<file path="config.mk">
export PLATFORM = sky130hd
export DESIGN_NAME = fine_phase_ctrl
export DESIGN_NICKNAME = d
export VERILOG_FILES = /design/src/rtl/fps_pkg.sv /design/src/rtl/fps_step_fsm.sv /design/src/rtl/fps_offset_reg.sv /design/src/rtl/fps_tap_map.sv /design/src/rtl/fine_phase_ctrl.sv
export SDC_FILE = /design/constraint.sdc
export NUM_CORES = 1
export LEC_CHECK = 0
export BUFFER_PORTS_ARGS = -buffer_cell sky130_fd_sc_hd__buf_2
export CORE_UTILIZATION = 34
export CTS_CLUSTER_DIAMETER = 150
export DETAILED_ROUTE_END_ITERATION = 16
export GPL_TIMING_DRIVEN = 0
export PLACE_DENSITY = 0.57
export SLEW_MARGIN = 5
export SYNTH_ARGS = -nofsm -noshare
export SYNTH_HDL_FRONTEND = slang
export SYNTH_SLANG_ARGS = --single-unit
</file>
<file path="constraint.sdc">
create_clock -name clk -period 1.62 [get_ports clk]
set_input_delay 0 -clock clk [delete_from_list [all_inputs] [get_ports clk]]
set_output_delay 0 -clock clk [all_outputs]
set_load 0.01 [all_outputs]
</file>
<file path="src/rtl/fps_pkg.sv">
package fps_pkg;

    localparam int OFS_W   = 9;
    localparam int OFS_MAX = 255;

    typedef logic signed [OFS_W-1:0] ofs_t;

    typedef enum logic [1:0] {
        ST_IDLE = 2'd0,
        ST_BUSY = 2'd1,
        ST_DONE = 2'd2
    } step_state_e;

    // Reachable offset bound for a given period and delay span.
    function automatic int reach_limit(input int period, input int span, input bit var_mode);
        longint num;
        longint quo;
        num = longint'(span) * (var_mode ? longint'(128) : longint'(256));
        quo = num / longint'(period);
        return (quo > longint'(OFS_MAX)) ? OFS_MAX : int'(quo);
    endfunction

    function automatic int clamp_to(input int value, input int lim);
        if (value > lim)  return lim;
        if (value < -lim) return -lim;
        return value;
    endfunction

endpackage

</file>
<file path="src/rtl/fps_step_fsm.sv">
module fps_step_fsm
    import fps_pkg::*;
#(
    parameter int STEP_LAT = 3,
    parameter bit VAR_MODE = 1'b1
) (
    input  logic clk,
    input  logic rst,
    input  logic req_en,
    input  logic req_up,
    output logic commit,
    output logic commit_up,
    output logic step_done
);

    localparam int CNT_W = (STEP_LAT < 2) ? 1 : $clog2(STEP_LAT);
    localparam logic [CNT_W-1:0] CNT_LAST = CNT_W'(STEP_LAT - 1);

    step_state_e      state_q, state_d;
    logic [CNT_W-1:0] cnt_q, cnt_d;
    logic             up_q;
    logic             en_q;
    logic             accept;
    logic             cnt_end;

    assign cnt_end = (cnt_q == CNT_LAST);

    generate
        if (VAR_MODE) begin : g_stepping
            assign accept = req_en & ~en_q & (state_q == ST_IDLE);
        end else begin : g_static
            assign accept = 1'b0;
        end
    endgenerate

    // next-state logic
    always_comb begin
        state_d = state_q;
        cnt_d   = cnt_q;
        unique case (state_q)
            ST_IDLE: begin
                if (accept) begin
                    state_d = ST_BUSY;
                    cnt_d   = '0;
                end
            end
            ST_BUSY: begin
                if (cnt_end) begin
                    state_d = ST_DONE;
                end else begin
                    cnt_d = cnt_q + CNT_W'(1);
                end
            end
            ST_DONE: begin
                state_d = ST_IDLE;
            end
            default: begin
                state_d = ST_IDLE;
            end
        endcase
    end

    // state register
    always_ff @(posedge clk) begin
        if (rst) begin
            state_q <= ST_IDLE;
            cnt_q   <= '0;
            up_q    <= 1'b0;
            en_q    <= 1'b0;
        end else begin
            state_q <= state_d;
            cnt_q   <= cnt_d;
            en_q    <= req_en;
            if (accept) begin
                up_q <= req_up;
            end
        end
    end

    // outputs
    always_comb begin
        step_done = (state_q == ST_DONE);
        commit    = (state_q == ST_BUSY) && cnt_end;
        commit_up = up_q;
    end

endmodule

</file>
<file path="src/rtl/fps_offset_reg.sv">
module fps_offset_reg
    import fps_pkg::*;
#(
    parameter int LIMIT = 64,
    parameter int INIT  = 0
) (
    input  logic clk,
    input  logic rst,
    input  logic commit,
    input  logic commit_up,
    output ofs_t offset
);

    localparam ofs_t HI    = ofs_t'(LIMIT);
    localparam ofs_t LO    = ofs_t'(-LIMIT);
    localparam ofs_t START = ofs_t'(clamp_to(INIT, LIMIT));

    ofs_t offset_q, offset_d;

    always_comb begin
        offset_d = offset_q;
        if (commit) begin
            if (commit_up) begin
                offset_d = (offset_q >= HI) ? HI : offset_q + ofs_t'(1);
            end else begin
                offset_d = (offset_q <= LO) ? LO : offset_q - ofs_t'(1);
            end
        end
    end

    always_ff @(posedge clk) begin
        if (rst) begin
            offset_q <= START;
        end else begin
            offset_q <= offset_d;
        end
    end

    assign offset = offset_q;

endmodule

</file>
<file path="src/rtl/fps_tap_map.sv">
module fps_tap_map
    import fps_pkg::*;
#(
    parameter int NTAPS    = 512,
    parameter bit VAR_MODE = 1'b1,
    localparam int TAP_W   = $clog2(NTAPS)
) (
    input  ofs_t             offset,
    output logic [TAP_W-1:0] in_tap,
    output logic [TAP_W-1:0] fb_tap
);

    localparam int MID = NTAPS / 2;

    generate
        if (VAR_MODE) begin : g_centred
            always_comb begin
                in_tap = TAP_W'(MID + int'(offset));
                fb_tap = TAP_W'(MID);
            end
        end else begin : g_steered
            always_comb begin
                if (offset < 0) begin
                    in_tap = '0;
                    fb_tap = TAP_W'(-int'(offset));
                end else begin
                    in_tap = TAP_W'(int'(offset));
                    fb_tap = '0;
                end
            end
        end
    endgenerate

endmodule

</file>
<file path="src/rtl/fine_phase_ctrl.sv">
module fine_phase_ctrl
    import fps_pkg::*;
#(
    parameter int CLK_PERIOD  = 2000,
    parameter int LINE_SPAN   = 1000,
    parameter bit VAR_MODE    = 1'b1,
    parameter int INIT_OFFSET = 0,
    parameter int STEP_LAT    = 3,
    parameter int NTAPS       = 512,
    localparam int TAP_W      = $clog2(NTAPS)
) (
    input  logic                    clk,
    input  logic                    rst,
    input  logic                    step_en,
    input  logic                    step_up,
    output logic                    step_done,
    output logic signed [OFS_W-1:0] phase_ofs,
    output logic [TAP_W-1:0]        in_tap,
    output logic [TAP_W-1:0]        fb_tap
);

    localparam int LIMIT = reach_limit(CLK_PERIOD, LINE_SPAN, VAR_MODE);

    logic commit;
    logic commit_up;
    ofs_t offset;

    fps_step_fsm #(
        .STEP_LAT (STEP_LAT),
        .VAR_MODE (VAR_MODE)
    ) u_fsm (
        .clk       (clk),
        .rst       (rst),
        .req_en    (step_en),
        .req_up    (step_up),
        .commit    (commit),
        .commit_up (commit_up),
        .step_done (step_done)
    );

    fps_offset_reg #(
        .LIMIT (LIMIT),
        .INIT  (INIT_OFFSET)
    ) u_ofs (
        .clk       (clk),
        .rst       (rst),
        .commit    (commit),
        .commit_up (commit_up),
        .offset    (offset)
    );

    fps_tap_map #(
        .NTAPS    (NTAPS),
        .VAR_MODE (VAR_MODE)
    ) u_taps (
        .offset (offset),
        .in_tap (in_tap),
        .fb_tap (fb_tap)
    );

    assign phase_ofs = offset;

endmodule

</file>
== Yosys cells after proc, flatten, opt, wreduce, memory -nomap -nowiden ==
Cells that the tools add are included.
Storage, ports and cells
  bits in registers: 15
  logic and storage cells: 34
  output and inout bits: 28
  bits of input ports: 4
Cells by class
  equal/unequal tests: 6
  add/subtract/negate cells: 4
  magnitude comparators: 2
  reductions and logical operators: 5
  bitwise operators: 3
  multiplexer cells: 9
Operator list (count)
  $mux W9: 3
  $add A9 B2 Y9 const B: 1
  $add A9 B9 Y9 const A: 1
  $ge A9 B8 Y1 const B: 1
  $le A9 B7 Y1 const B: 1
  $sub A9 B2 Y9 const B: 1
  $mux W2: 4
  $pmux W2 S2: 2
  $eq A2 B2 Y1 const B: 2
  $ne A2 B1 Y1 const B: 2
  $reduce_and A3 Y1: 1
  $add A2 B1 Y2 const B: 1
  $and A1 B1 Y1: 2
  $eq A2 B1 Y1 const B: 1
  $logic_not A2 Y1: 1
  $ne A2 B2 Y1 const B: 1
  $reduce_and A2 Y1: 1
  $reduce_bool A2 Y1: 1
  $logic_and A1 B1 Y1: 1
  $not A1 Y1: 1

== Logic depth before layout (Yosys ltp) ==
Gate-level depths: netlist (run 1).
  depth after elaboration: 5
  depth in mapped cells: 7
  mapped depth without buffers: 6

== By module ==
A second synthesis (run 1) with hierarchy kept.
Second synthesis, totals
  cell total of the unflattened synthesis: 154
  area total of the unflattened synthesis: 1201.2 um2
By module, submodules not included
  fps_offset_reg: cells each 106, times used 1, sequential area each 180.2 um2, area each 803.3 um2
  fps_step_fsm: cells each 28, times used 1, sequential area each 120.1 um2, area each 259.0 um2
  fps_tap_map: cells each 20, times used 1, sequential area each 0.0 um2, area each 138.9 um2

== Worst setup path after synthesis (run 1) ==
No wires, ideal clock.
  path type: register to register
  start: register u_ofs.offset_q[0] (netlist: u_ofs.offset[0])
  end: register u_ofs.offset_q[6] (netlist: u_ofs.offset[6])
  cell stages (with the launch flop): 7
  period minus slack after synthesis: 1685 ps
  path buffers: 0
  library setup time: 134 ps
  path slack: -65 ps
  arrival: 1552 ps
  data required time: 1486 ps
  cells stage by stage: dfxtp_1 inv_1 ha_1 or3b_1 o32ai_1 o2111a_1 a211oi_1
On the way
  word-level cells in the longest chain between the ends: 3
  elaborated cells between the ends (all ways): 7
  those cells by class: add/sub (2); order compare (2); mux (3)
RTL lines
  start: declaration: RTL line fps_offset_reg.sv:18  | ofs_t offset_q, offset_d;
  start signal: assignment: RTL line fps_offset_reg.sv:35  | offset_q <= offset_d;
  $sub A9 B2 Y9, or another cell as far along: RTL line fps_offset_reg.sv:26  | offset_d = (offset_q <= LO) ? LO : offset_q - ofs_t'(1);
  $mux W9 (on tied branches): RTL line fps_offset_reg.sv:26, fps_offset_reg.sv:24
  $mux W9 *: RTL line fps_offset_reg.sv:23  | if (commit_up) begin
Every way passes the cells marked *; elsewhere a longest branch is shown, timed or not.
A chain may end at the register's enable or synchronous reset.

== Worst setup path in the final report (run 1) ==
  start: register u_ofs.offset_q[1] (netlist: u_ofs.offset[1])
  end: register u_ofs.offset_q[7] (netlist: u_ofs.offset[7])
The elaborated chain is that of the path after synthesis.

==> results of run 1 <==
## timing repair
action                     CTS  global route
hold endpoints to repair     5             0
pin swaps                    7             8
buffers inserted             8             2
gates resized for setup     12            14
setup endpoints to repair    8            10
hold buffers                 4             0
## sequential cells by signal (all words and copies together), names as in the netlist
name / count
u_fsm.commit_up: 1
u_fsm.state_q: 2
u_fsm.en_q: 1
u_ofs.offset: 9
u_fsm.cnt_q: 2
## metal layers
| layer | GRT usage | vias to the layer above | share of wire |
|---|---|---|---|
| met4 | 0.0408 | 0 | 0.0087 |
| met3 | 0.0393 | 4 | 0.035 |
| li1 | - | 593 | - |
| met2 | 0.274 | 24 | 0.49 |
| met5 | 0 | - | 0 |
| met1 | 0.207 | 543 | 0.47 |
## power groups by stage
stage	clock network, mW	logic (mW)	registers, mW
after floorplan	0	0.123	0.398
after global placement	0	0.159	0.396
after detailed placement	0	0.162	0.397
after CTS	0.247	0.180	0.385
after global routing	0.261	0.234	0.384
final	0.245	0.216	0.382
## worst min-delay path, stage by stage
cell                            delay (ps)
sky130_fd_sc_hd__dlygate4sd3_1         520
sky130_fd_sc_hd__buf_2                 100
sky130_fd_sc_hd__a21oi_1                50
sky130_fd_sc_hd__nor2_1                 70
## logic make-up after synthesis
logic type	count (synthesis)	share of synthesized area
buffers and inverters	37	0.194
adder cells (fa/ha/maj)	3	0.0334
AO/OA/AOI/OAI	38	0.241
XOR/XNOR	1	0.00781
other	2	0.00669
flip-flops	15	0.268
AND/OR/NAND/NOR	49	0.250
## area by class of cell
cell class / instances / area share
clock buffer: 3 / 0.0144
sequential: 15 / 0.202
multi-input combinational: 100 / 0.456
clock inverter: 1 / 0.00481
tap: 44 / 0.0353
buffer: 25 / 0.111
timing repair buffer: 36 / 0.152
inverter: 10 / 0.0240
## synth_stat cells (3+ instances only)
cell                        n
sky130_fd_sc_hd__ha_1       3
sky130_fd_sc_hd__nand2b_1   4
sky130_fd_sc_hd__a21oi_1    6
sky130_fd_sc_hd__nand3_1    3
sky130_fd_sc_hd__a311oi_1   4
sky130_fd_sc_hd__clkbuf_1   3
sky130_fd_sc_hd__o21a_1     4
sky130_fd_sc_hd__nand4_1    3
sky130_fd_sc_hd__nor2_1    14
sky130_fd_sc_hd__nor3_1     7
sky130_fd_sc_hd__dfxtp_1   15
sky130_fd_sc_hd__buf_4     17
sky130_fd_sc_hd__inv_1     10
sky130_fd_sc_hd__o21ai_0    5
sky130_fd_sc_hd__buf_2      6
## metrics by stage
stage	util	cell area [um^2]	hold WS [ps]	power, mW
2_1_floorplan	-	1170	71.6	0.521
3_3_place_gp	0.429	1330	234	0.556
3_5_place_dp	0.429	1330	239	0.559
4_1_cts	0.479	1490	458	0.812
5_1_grt	0.503	1560	463	0.880
6_report	0.503	1560	464	0.843
## final timing paths
path / start / endpoint / slack [ps]
max reg2reg: u_ofs.offset[1] / u_ofs.offset[7] / -60
min reg2reg: u_ofs.offset[3] / u_ofs.offset[3] / 500
max: u_ofs.offset[1] / u_ofs.offset[7] / -60
min: step_up / u_fsm.commit_up / 460
==> results summary, run 1 <==
The flow ran to the end, but the final reports show violations. The checks that failed: setup timing. The transition time at the pin with the least slew margin came out at 637 ps. The share of synthesized registers carrying an async set or reset came out at 0. The number of global-route vias before repair was 1002. The multi-input combinational cells in the finished layout cover a total of 712 um^2. Of all cell types, the one taking the most synthesized area is sky130_fd_sc_hd__dfxtp_1. The critical path depth in cells is 4.

In this run the static leakage power is 0.708 nW. After the flow finishes, the layout carries non-filler instances totaling 234. Walking the worst path, the cells encountered are or4_4, o31a_1, o31ai_1, a311oi_1.

The setup slack after placement came out at -195 ps. Derived from the worst setup path, the maximum achievable clock frequency is 0.597 GHz. The area overhead of the layout relative to synthesis came out at 39.1%. Yosys mapped the design onto 47 distinct sky130hd cell types.

The clock tree root driver cell is sky130_fd_sc_hd__clkbuf_4. In this design, the largest share of critical-path delay is due to compound AO/OA/AOI/OAI gates. The fraction of post-synthesis cell area in the top cell type by area came out at 0.268. The initial antenna violation count is 0.

The overall die area is 0.00353 mm^2. For this run, design rule violations remaining after detail routing come to 0. The number of flops mapped to enable cells by yosys came out at 0. In this run the number of H-tree levels came out at 1.

After detailed placement, the design holds a cell count of 218. The count of cells along the worst register-to-register path is 4. The violation count after the first detailed-routing iteration came out at 18. The worst path required time came out at 1790 ps. The total of flip-flops plus latches after synthesis came out at 15. The weighted congestion reported at the end of routability-driven placement came out at 0.874.

Yosys attributes the largest share of cell area to sky130_fd_sc_hd__dfxtp_1 (27%), sky130_fd_sc_hd__buf_4 (11%), sky130_fd_sc_hd__nor2_1 (4.7%). The warning count from the yosys run came out at 0. The post-layout net count came out at 198. In this run the power spent charging and discharging nets is 0.266 mW. The global-route wire length before repair is 4400 um. The worst slew margin relative to its limit came out at 0.569. The combinational group share of total power is 0.256.

The share of total power in sequential cells is 0.454. The share of the yosys chip area belonging to registers came out at 0.268. The share of cells above drive strength 1 came out at 0.421.

The total CTS buffers is 3. The setup TNS after final layout is -63.3 ps. The post-route clock period utilization is 1.03.

The number of inserted diodes came out at 0. The routed length per instance is 11.8 um. The peak fanout along the critical path is 7.

The number of iterations in the first detailed-routing pass came out at 4. The count of buffers from port buffering is 22. Clock latency on the worst-skew pair, taken at its later pin, is 310 ps. The placeable core region came out at 0.00310 mm^2. The hold path depth is 4. The number of max-slew violations in the final report is 0. The count of final setup violators came out at 2.

The residual antenna-violating net count after detailed routing came out at 0. The internal portion of total power came out at 0.577 mW. The clock skew came out at 8.03 ps. The final period demand of the worst path came out at 1680 ps. The clock net in this run drives a total of 15 sinks. The number of violations of the max-capacitance limit is 0. The class of the most critical setup path is reg -> reg.

The most used flip-flop cell after synthesis is sky130_fd_sc_hd__dfxtp_1. The maximum resistive drop on vdd is 464 uV. The power per cell area is 540 mW/mm^2. The biggest cell delay along the critical path came out at 550 ps.

The per-instance average area after synthesis is 7.74 um^2. The worst path buffer plus inverter count came out at 0. The largest net degree at the start of global routing came out at 12. TritonCTS built the clock tree. The clock share of power is 0.291.

Dividing the detail-routed via count by the number of cells gives 4.97. In the layout the commonest cells are sky130_fd_sc_hd__buf_4 (28), sky130_fd_sc_hd__buf_2 (24), sky130_fd_sc_hd__nor2_1 (13). The number of vias in the routed layout is 1164. The starting density of the core came out at 0.362.

The sum of routed wire length over all layers is 2770 um. The critical-path cell with the highest stage delay is sky130_fd_sc_hd__or4_4. Leaving out fill and tap cells, the most frequent cell in the layout is sky130_fd_sc_hd__buf_4. Across every metal layer, demand over resource in global routing totals 0.163. The aggregate global routing overflow came out at 0. The total half-perimeter wirelength after legalization and detailed placement is 1880 um.

Synthesis produced 145 cells. The arrival time of data at the critical path endpoint came out at 1850 ps. STA classifies the critical path startpoint as a register. After filler insertion, the fill cell instance count of the layout stands at 336.

After layout, the worst setup slack is -55.6 ps. After clock tree synthesis, the clock-pin slew on the worst setup and hold paths is 110 ps. STA classifies the critical path endpoint as a register. Counting along the longest clock path gives a buffer depth of 2. The number of placement rows came out at 20. Of the total power, the share spent switching nets is 0.315. The path class of the tightest hold or removal check is in -> reg. The horizontal die dimension came out at 59.5 um. The area of all sequential standard cells is 315 um^2.

After synthesis the cells add up to 0.00112 mm^2. The die is 59.5 um tall. Setup repair after global routing could not meet its margin everywhere. The number of hold violations in the final report was 0. 32 I/O pins were placed.
No activity file was read; power rests on OpenSTA's default activity.
==> inputs of run 2 (changes only) <==
--- a/constraint.sdc
+++ b/constraint.sdc
@@ -3,2 +3,2 @@
 set_output_delay 0 -clock clk [all_outputs]
-set_load 0.01 [all_outputs]
+set_load 0.02 [all_outputs]
==> results summary, run 2 (same netlist as run 1, synthesis figures left out) <==
The largest net degree at the start of global routing is 12 (unchanged). The sum of routed wire length over all layers was 3130 um (was 2770 um). The number of vias per cell is 4.97 (about the same). The floorplan die height is 59.5 um (unchanged). The number of flip-flops under the largest register name is 9 (unchanged). The violation count after the first detailed-routing iteration is 21 (was 18). The switching power summed over all nets came out at 0.270 mW (was 0.266 mW). The total number of clock tree sinks came to 15 (unchanged). The routed length per instance is 12.9 um (was 11.8 um). The transition time at the pin with the least slew margin is 610 ps (was 637 ps). The non-filler instance count after layout is 242 (was 234).

The number of instances in the placed design is 218 (unchanged). The weighted congestion reported at the end of routability-driven placement is 0.832 (was 0.874). The number of hold violations in the final report came out at 0 (unchanged).

The clock share of power came out at 0.278 (was 0.291). The setup slack after placement is -144 ps (was -195 ps). The initial antenna violation count came out at 0 (unchanged). The origin of the critical flop-to-flop path is u_ofs.offset[3] (was u_ofs.offset[1]).

Most frequent cells in the layout: sky130_fd_sc_hd__buf_4 (35), sky130_fd_sc_hd__buf_2 (23), sky130_fd_sc_hd__nor2_1 (13) (was sky130_fd_sc_hd__buf_4 (28), sky130_fd_sc_hd__buf_2 (24), sky130_fd_sc_hd__nor2_1 (13)). The count of buffers from port buffering came out at 22 (unchanged). The internal portion of total power is 0.565 mW (was 0.577 mW).

The clock latency of the later-clocked register in the worst-skew pair came out at 300 ps (was 310 ps). The aggregate global routing overflow came out at 0 (unchanged). Result of the run: finished with violations (unchanged). The setup slack on the worst flop-to-flop path is -50 ps (was -60 ps). The global-route usage over all layers is 0.179 (was 0.163).

The clock tree from TritonCTS was yes (unchanged). The combinational group share of total power came to 0.264 (was 0.256). The number of max-slew violations in the final report came to 0 (unchanged). The post-layout net count is 206 (was 198).

The total CTS buffers came out at 3 (unchanged). The number of violations of the max-capacitance limit is 0 (unchanged). The final worst slack is -50.1 ps (was -55.6 ps).

The most common library cell in the layout ignoring fill and taps was sky130_fd_sc_hd__buf_4 (unchanged). The number of inserted diodes is 0 (unchanged). The worst path required time is 1800 ps (was 1790 ps). The count of final setup violators is 1 (was 2). Violations in the final reports: setup timing (unchanged). The beginning of the critical path is u_ofs.offset[3] (was u_ofs.offset[1]). The sink of the worst hold path is u_fsm.commit_up (unchanged). The buffer depth of the longest clock path was 2 (unchanged). The number of placement rows is 20 (unchanged). The area of all placed cells without fillers came out at 0.00163 mm^2 (was 0.00156 mm^2). The area overhead of the layout relative to synthesis is 45.5% (was 39.1%). The placeable core region is 0.00310 mm^2 (unchanged). The final period demand of the worst path came to 1670 ps (was 1680 ps).

The global-route wire length before repair was 4720 um (was 4400 um). The starting density of the core was 0.362 (unchanged). The residual antenna-violating net count after detailed routing came to 0 (unchanged). The overall die area came out at 0.00353 mm^2 (unchanged).

The critical path startpoint category is a register (unchanged). The switching power share of the total is 0.324 (was 0.315). The beginning of the worst hold path is step_up (unchanged). The post-placement cell area is 0.00134 mm^2 (was 0.00133 mm^2). The peak fanout along the critical path is 6 (was 7).

The final hold slack came out at 478 ps (was 464 ps). The DRC violation count after routing came to 0 (unchanged). The worst min-delay path category is in -> reg (unchanged).

The fmax came out at 0.599 GHz (was 0.597 GHz). The horizontal die dimension is 59.5 um (unchanged). The count of cells along the worst register-to-register path came out at 4 (unchanged). The leakage power summed over all cells came out at 0.751 nW (was 0.708 nW). The endpoint of the most critical register-to-register path was u_ofs.offset[7] (unchanged).

The arrival time of data at the critical path endpoint is 1850 ps (about the same). The worst slew margin relative to its limit was 0.588 (was 0.569). The clock transition time at the flip-flop clock pins of the worst setup and hold paths is 100 ps (was 110 ps). The hold path depth is 4 (unchanged). The share of total power in sequential cells came out at 0.458 (was 0.454). The power per cell area came to 512 mW/mm^2 (was 540 mW/mm^2).

The class of the most critical setup path is reg -> reg (unchanged). The share of cells above drive strength 1 came out at 0.449 (was 0.421). The maximum resistive drop on vdd came to 411 uV (was 464 uV).

The total half-perimeter wirelength after legalization and detailed placement was 1870 um (was 1880 um). The clock tree root driver cell was sky130_fd_sc_hd__clkbuf_4 (unchanged). The post-route clock period utilization came out at 1.03 (about the same).

The endpoint class of the critical path is a register (unchanged). The count of H-tree levels built during CTS is 1 (unchanged). The number of global-route vias before repair was 1041 (was 1002).

The clock skew is 7.51 ps (was 8.03 ps). The final total power came to 0.835 mW (was 0.843 mW). RSZ-0062 raised after global routing: true (unchanged). The number of iterations in the first detailed-routing pass is 4 (unchanged). The number of I/O pins was 32 (unchanged).

The number of vias in the routed layout is 1202 (was 1164).
[run 2: per-stage QoR]
stage | util | TNS [ps]
after floorplan | - | -100
after global placement | 0.431 | -347
after detailed placement | 0.431 | -445
after CTS | 0.494 | -88.2
after global routing | 0.526 | -438
final | 0.526 | -50.1
[run 2: worst max-delay path, stage by stage, from the launching register on]
cell and delay [ps]:
sky130_fd_sc_hd__dfxtp_4 380, sky130_fd_sc_hd__or4_4 570, sky130_fd_sc_hd__o31a_1 260, sky130_fd_sc_hd__o31ai_1 220
sky130_fd_sc_hd__a311oi_1 110
[run 2: layout make-up]
| cell class | count | area (um^2) |
|---|---|---|
| plain buffers | 25 | 189 |
| clock buffers | 3 | 22.5 |
| clock inverters | 1 | 5.00 |
| fillers | 338 | 1470 |
| inverters | 10 | 42.5 |
| multi-input cells | 100 | 722 |
| flip-flops and latches | 15 | 315 |
| well taps | 44 | 55.1 |
| repair buffers | 44 | 282 |
[run 2: worst max path at each step]
stage,to
6_report,u_ofs.offset[7]
5_1_grt,u_ofs.offset[6]
4_1_cts,u_ofs.offset[7]
3_5_place_dp,u_ofs.offset[6]
3_3_place_gp,u_ofs.offset[6]
2_1_floorplan,u_ofs.offset[7]
[run 2: power groups by stage]
stage | registers (mW) | logic (mW) | clock network (mW)
global route | 0.385 | 0.238 | 0.260
finish | 0.383 | 0.220 | 0.232
detailed placement | 0.394 | 0.179 | 0
global placement | 0.393 | 0.177 | 0
CTS | 0.383 | 0.205 | 0.241
floorplan | 0.398 | 0.138 | 0
[run 2: repair_timing]
action,in CTS,in global routing
hold buffers,4,0
endpoints found under the hold margin,5,0
setup buffers,12,7
endpoints found under the setup margin,6,8
gates cloned,0,0
resized for setup,15,21
pin swaps,10,9
[run 2: routing by layer]
metal  track usage  wire length (um)  vias up
met4        0.0510                31        0
met1         0.210              1380      572
li1              -                 -      602
met3        0.0502               102        6
met2         0.315              1620       22
met5             0                 0        -
==> inputs of run 3 (changes only) <==
- CORE_UTILIZATION: 34 -> 46
- PLACE_DENSITY: 0.57 -> 0.74
==> results summary, run 3 (same netlist as run 1, synthesis figures left out) <==
Result of the run: finished with violations (unchanged). Violations in the final reports: setup timing (unchanged). The number of inserted diodes is 0 (unchanged). The most common library cell in the layout ignoring fill and taps is sky130_fd_sc_hd__buf_4 (unchanged).

The post-layout net count came out at 197 (was 206). The global-route wire length before repair was 4580 um (was 4720 um). The area overhead of the layout relative to synthesis came out at 37.9% (was 45.5%). The biggest cell delay along the critical path came to 730 ps (was 570 ps). The buffer depth of the longest clock path is 2 (unchanged).

The final total power is 0.829 mW (was 0.835 mW). The horizontal die dimension is 51.4 um (was 59.5 um). CP Cell Sequence: or4_2, a211oi_2, o22ai_1, a21oi_1 (was or4_4, o31a_1, o31ai_1, a311oi_1). The clock tree from TritonCTS was yes (unchanged). The total CTS buffers came out at 3 (unchanged). The weighted congestion reported at the end of routability-driven placement was 0.836 (was 0.832). The switching power summed over all nets came to 0.258 mW (was 0.270 mW). The number of placement rows is 17 (was 20). The number of vias in the routed layout is 1252 (was 1202). The largest net degree at the start of global routing is 12 (unchanged). The leakage power summed over all cells came out at 0.700 nW (was 0.751 nW). The global-route usage over all layers is 0.229 (was 0.179).

The number of flip-flops under the largest register name came out at 9 (unchanged). The starting density of the core came out at 0.498 (was 0.362). The overall die area is 0.00264 mm^2 (was 0.00353 mm^2).

The number of I/O pins is 32 (unchanged). The worst path buffer plus inverter count is 0 (unchanged). The total number of clock tree sinks is 15 (unchanged).

The worst slew margin relative to its limit was 0.604 (was 0.588). The share of cells above drive strength 1 is 0.444 (was 0.449). The number of instances in the placed design is 202 (was 218).

The clock tree root driver cell was sky130_fd_sc_hd__clkbuf_4 (unchanged). The clock share of power came out at 0.267 (was 0.278). The critical-path cell with the highest stage delay is sky130_fd_sc_hd__or4_2 (was sky130_fd_sc_hd__or4_4). The switching power share of the total came to 0.311 (was 0.324).

The non-filler instance count after layout is 217 (was 242). The number of fill cells in the layout came out at 197 (was 338). The internal portion of total power came out at 0.572 mW (was 0.565 mW).

The worst min-delay path category is in -> reg (unchanged). The combinational group share of total power came out at 0.270 (was 0.264). The clock skew came out at 15.6 ps (was 7.51 ps). The number of global-route vias before repair came out at 1012 (was 1041). The clock latency of the later-clocked register in the worst-skew pair is 290 ps (was 300 ps). The fmax is 0.580 GHz (was 0.599 GHz). The post-route clock period utilization came out at 1.07 (was 1.03). The initial antenna violation count came out at 0 (unchanged). The clock transition time at the flip-flop clock pins of the worst setup and hold paths was 100 ps (about the same).

The final hold slack is 501 ps (was 478 ps). The worst path required time is 1840 ps (was 1800 ps). The beginning of the worst hold path is step_up (unchanged). The count of final setup violators is 4 (was 1). The setup slack on the worst flop-to-flop path was -110 ps (was -50 ps). The count of H-tree levels built during CTS is 1 (unchanged).

The share of total power in sequential cells was 0.463 (was 0.458). The sum of routed wire length over all layers is 3010 um (was 3130 um). The final cell utilization of the core came out at 0.686 (was 0.526).

The number of hold violations in the final report is 0 (unchanged). The final period demand of the worst path came out at 1730 ps (was 1670 ps). The final worst slack is -106 ps (was -50.1 ps). The transition time at the pin with the least slew margin came out at 586 ps (was 610 ps). The number of iterations in the first detailed-routing pass is 5 (was 4). The origin of the critical flop-to-flop path is u_ofs.offset[0] (was u_ofs.offset[3]). The kind of cell adding the most delay to the critical path is simple AND/OR/NAND/NOR gates (was compound AO/OA/AOI/OAI gates).

The critical path startpoint category is a register (unchanged). Most frequent cells in the layout: sky130_fd_sc_hd__buf_4 (27), sky130_fd_sc_hd__buf_2 (23), sky130_fd_sc_hd__nor2_1 (13) (was sky130_fd_sc_hd__buf_4 (35), sky130_fd_sc_hd__buf_2 (23), sky130_fd_sc_hd__nor2_1 (13)). The count of buffers from port buffering came out at 22 (unchanged).

The placeable core region is 0.00225 mm^2 (was 0.00310 mm^2). The number of violations of the max-capacitance limit is 0 (unchanged). The number of vias per cell is 5.77 (was 4.97). The beginning of the critical path is u_ofs.offset[0] (was u_ofs.offset[3]).

The class of the most critical setup path is reg -> reg (unchanged). The violation count after the first detailed-routing iteration came to 61 (was 21). The setup slack after placement is -160 ps (was -144 ps). The DRC violation count after routing is 0 (unchanged). The aggregate global routing overflow is 0 (unchanged).

The maximum resistive drop on vdd came out at 638 uV (was 411 uV). The power per cell area is 536 mW/mm^2 (was 512 mW/mm^2). The endpoint class of the critical path is a register (unchanged). The number of max-slew violations in the final report came out at 0 (unchanged).

The residual antenna-violating net count after detailed routing came out at 0 (unchanged). The routed length per instance was 13.9 um (was 12.9 um). The arrival time of data at the critical path endpoint is 1940 ps (was 1850 ps).

The total half-perimeter wirelength after legalization and detailed placement came out at 1790 um (was 1870 um). The floorplan die height came out at 51.4 um (was 59.5 um). The peak fanout along the critical path came out at 7 (was 6). RSZ-0062 raised after global routing: true (unchanged).
run 3: cell count changes in the layout (fill, tap and decap cells not counted), moves of 3 or more:
| cell | delta |
|---|---|
| sky130_fd_sc_hd__buf_4 | -8 |
| sky130_fd_sc_hd__clkbuf_4 | -3 |
| sky130_fd_sc_hd__dfxtp_1 | -3 |
| sky130_fd_sc_hd__dfxtp_2 | +3 |
run 3: final timing paths:
path | end | depth (start not counted)
min reg2reg | u_fsm.cnt_q[1] | 2
min | u_fsm.commit_up | 4
max reg2reg | u_ofs.offset[3] | 4
max | u_ofs.offset[3] | 4
run 3: metrics by stage:
stage | setup TNS [ps] | area, um^2
5_1_grt | -349 | 1550
3_3_place_gp | -259 | 1320
6_report | -210 | 1550
4_1_cts | -186 | 1450
2_1_floorplan | -100 | 1170
3_5_place_dp | -466 | 1320
run 3: routing by layer:
metal	wire, um	global-route usage	vias to the layer above
li1	-	-	590
met1	1200	0.293	565
met2	1500	0.392	82
met3	241	0.0536	15
met4	66	0.0405	0
met5	0	0	-
run 3: final cells by class:
| type | count | area, um^2 | share of cell area |
|---|---|---|---|
| multi-input cells | 100 | 724 | 0.468 |
| flip-flops and latches | 15 | 319 | 0.206 |
| repair buffers | 35 | 215 | 0.139 |
| plain buffers | 25 | 190 | 0.123 |
| inverters | 10 | 37.5 | 0.0243 |
| well taps | 28 | 35.0 | 0.0226 |
| clock buffers | 4 | 26.3 | 0.0170 |
run 3: worst reg2reg max path: stages (launching register included):
cell and delay [ps]:
sky130_fd_sc_hd__dfxtp_4 380, sky130_fd_sc_hd__or4_2 730, sky130_fd_sc_hd__a211oi_2 280, sky130_fd_sc_hd__o22ai_1 110, sky130_fd_sc_hd__a21oi_1 150
run 3: repair_timing:
action / 4_1_cts / 5_1_grt
pin swaps: 7 / 7
endpoints found under the setup margin: 6 / 8
resized for setup: 9 / 32
hold endpoints to repair: 5 / 0
hold buffers: 4 / 0
buffers inserted: 6 / 3
run 3: power by group through the flow:
stage	registers, mW	logic [mW]	clock network (mW)
after floorplan	0.398	0.138	0
after global placement	0.393	0.174	0
after detailed placement	0.394	0.177	0
after CTS	0.383	0.200	0.228
after global routing	0.386	0.239	0.248
final	0.384	0.224	0.221
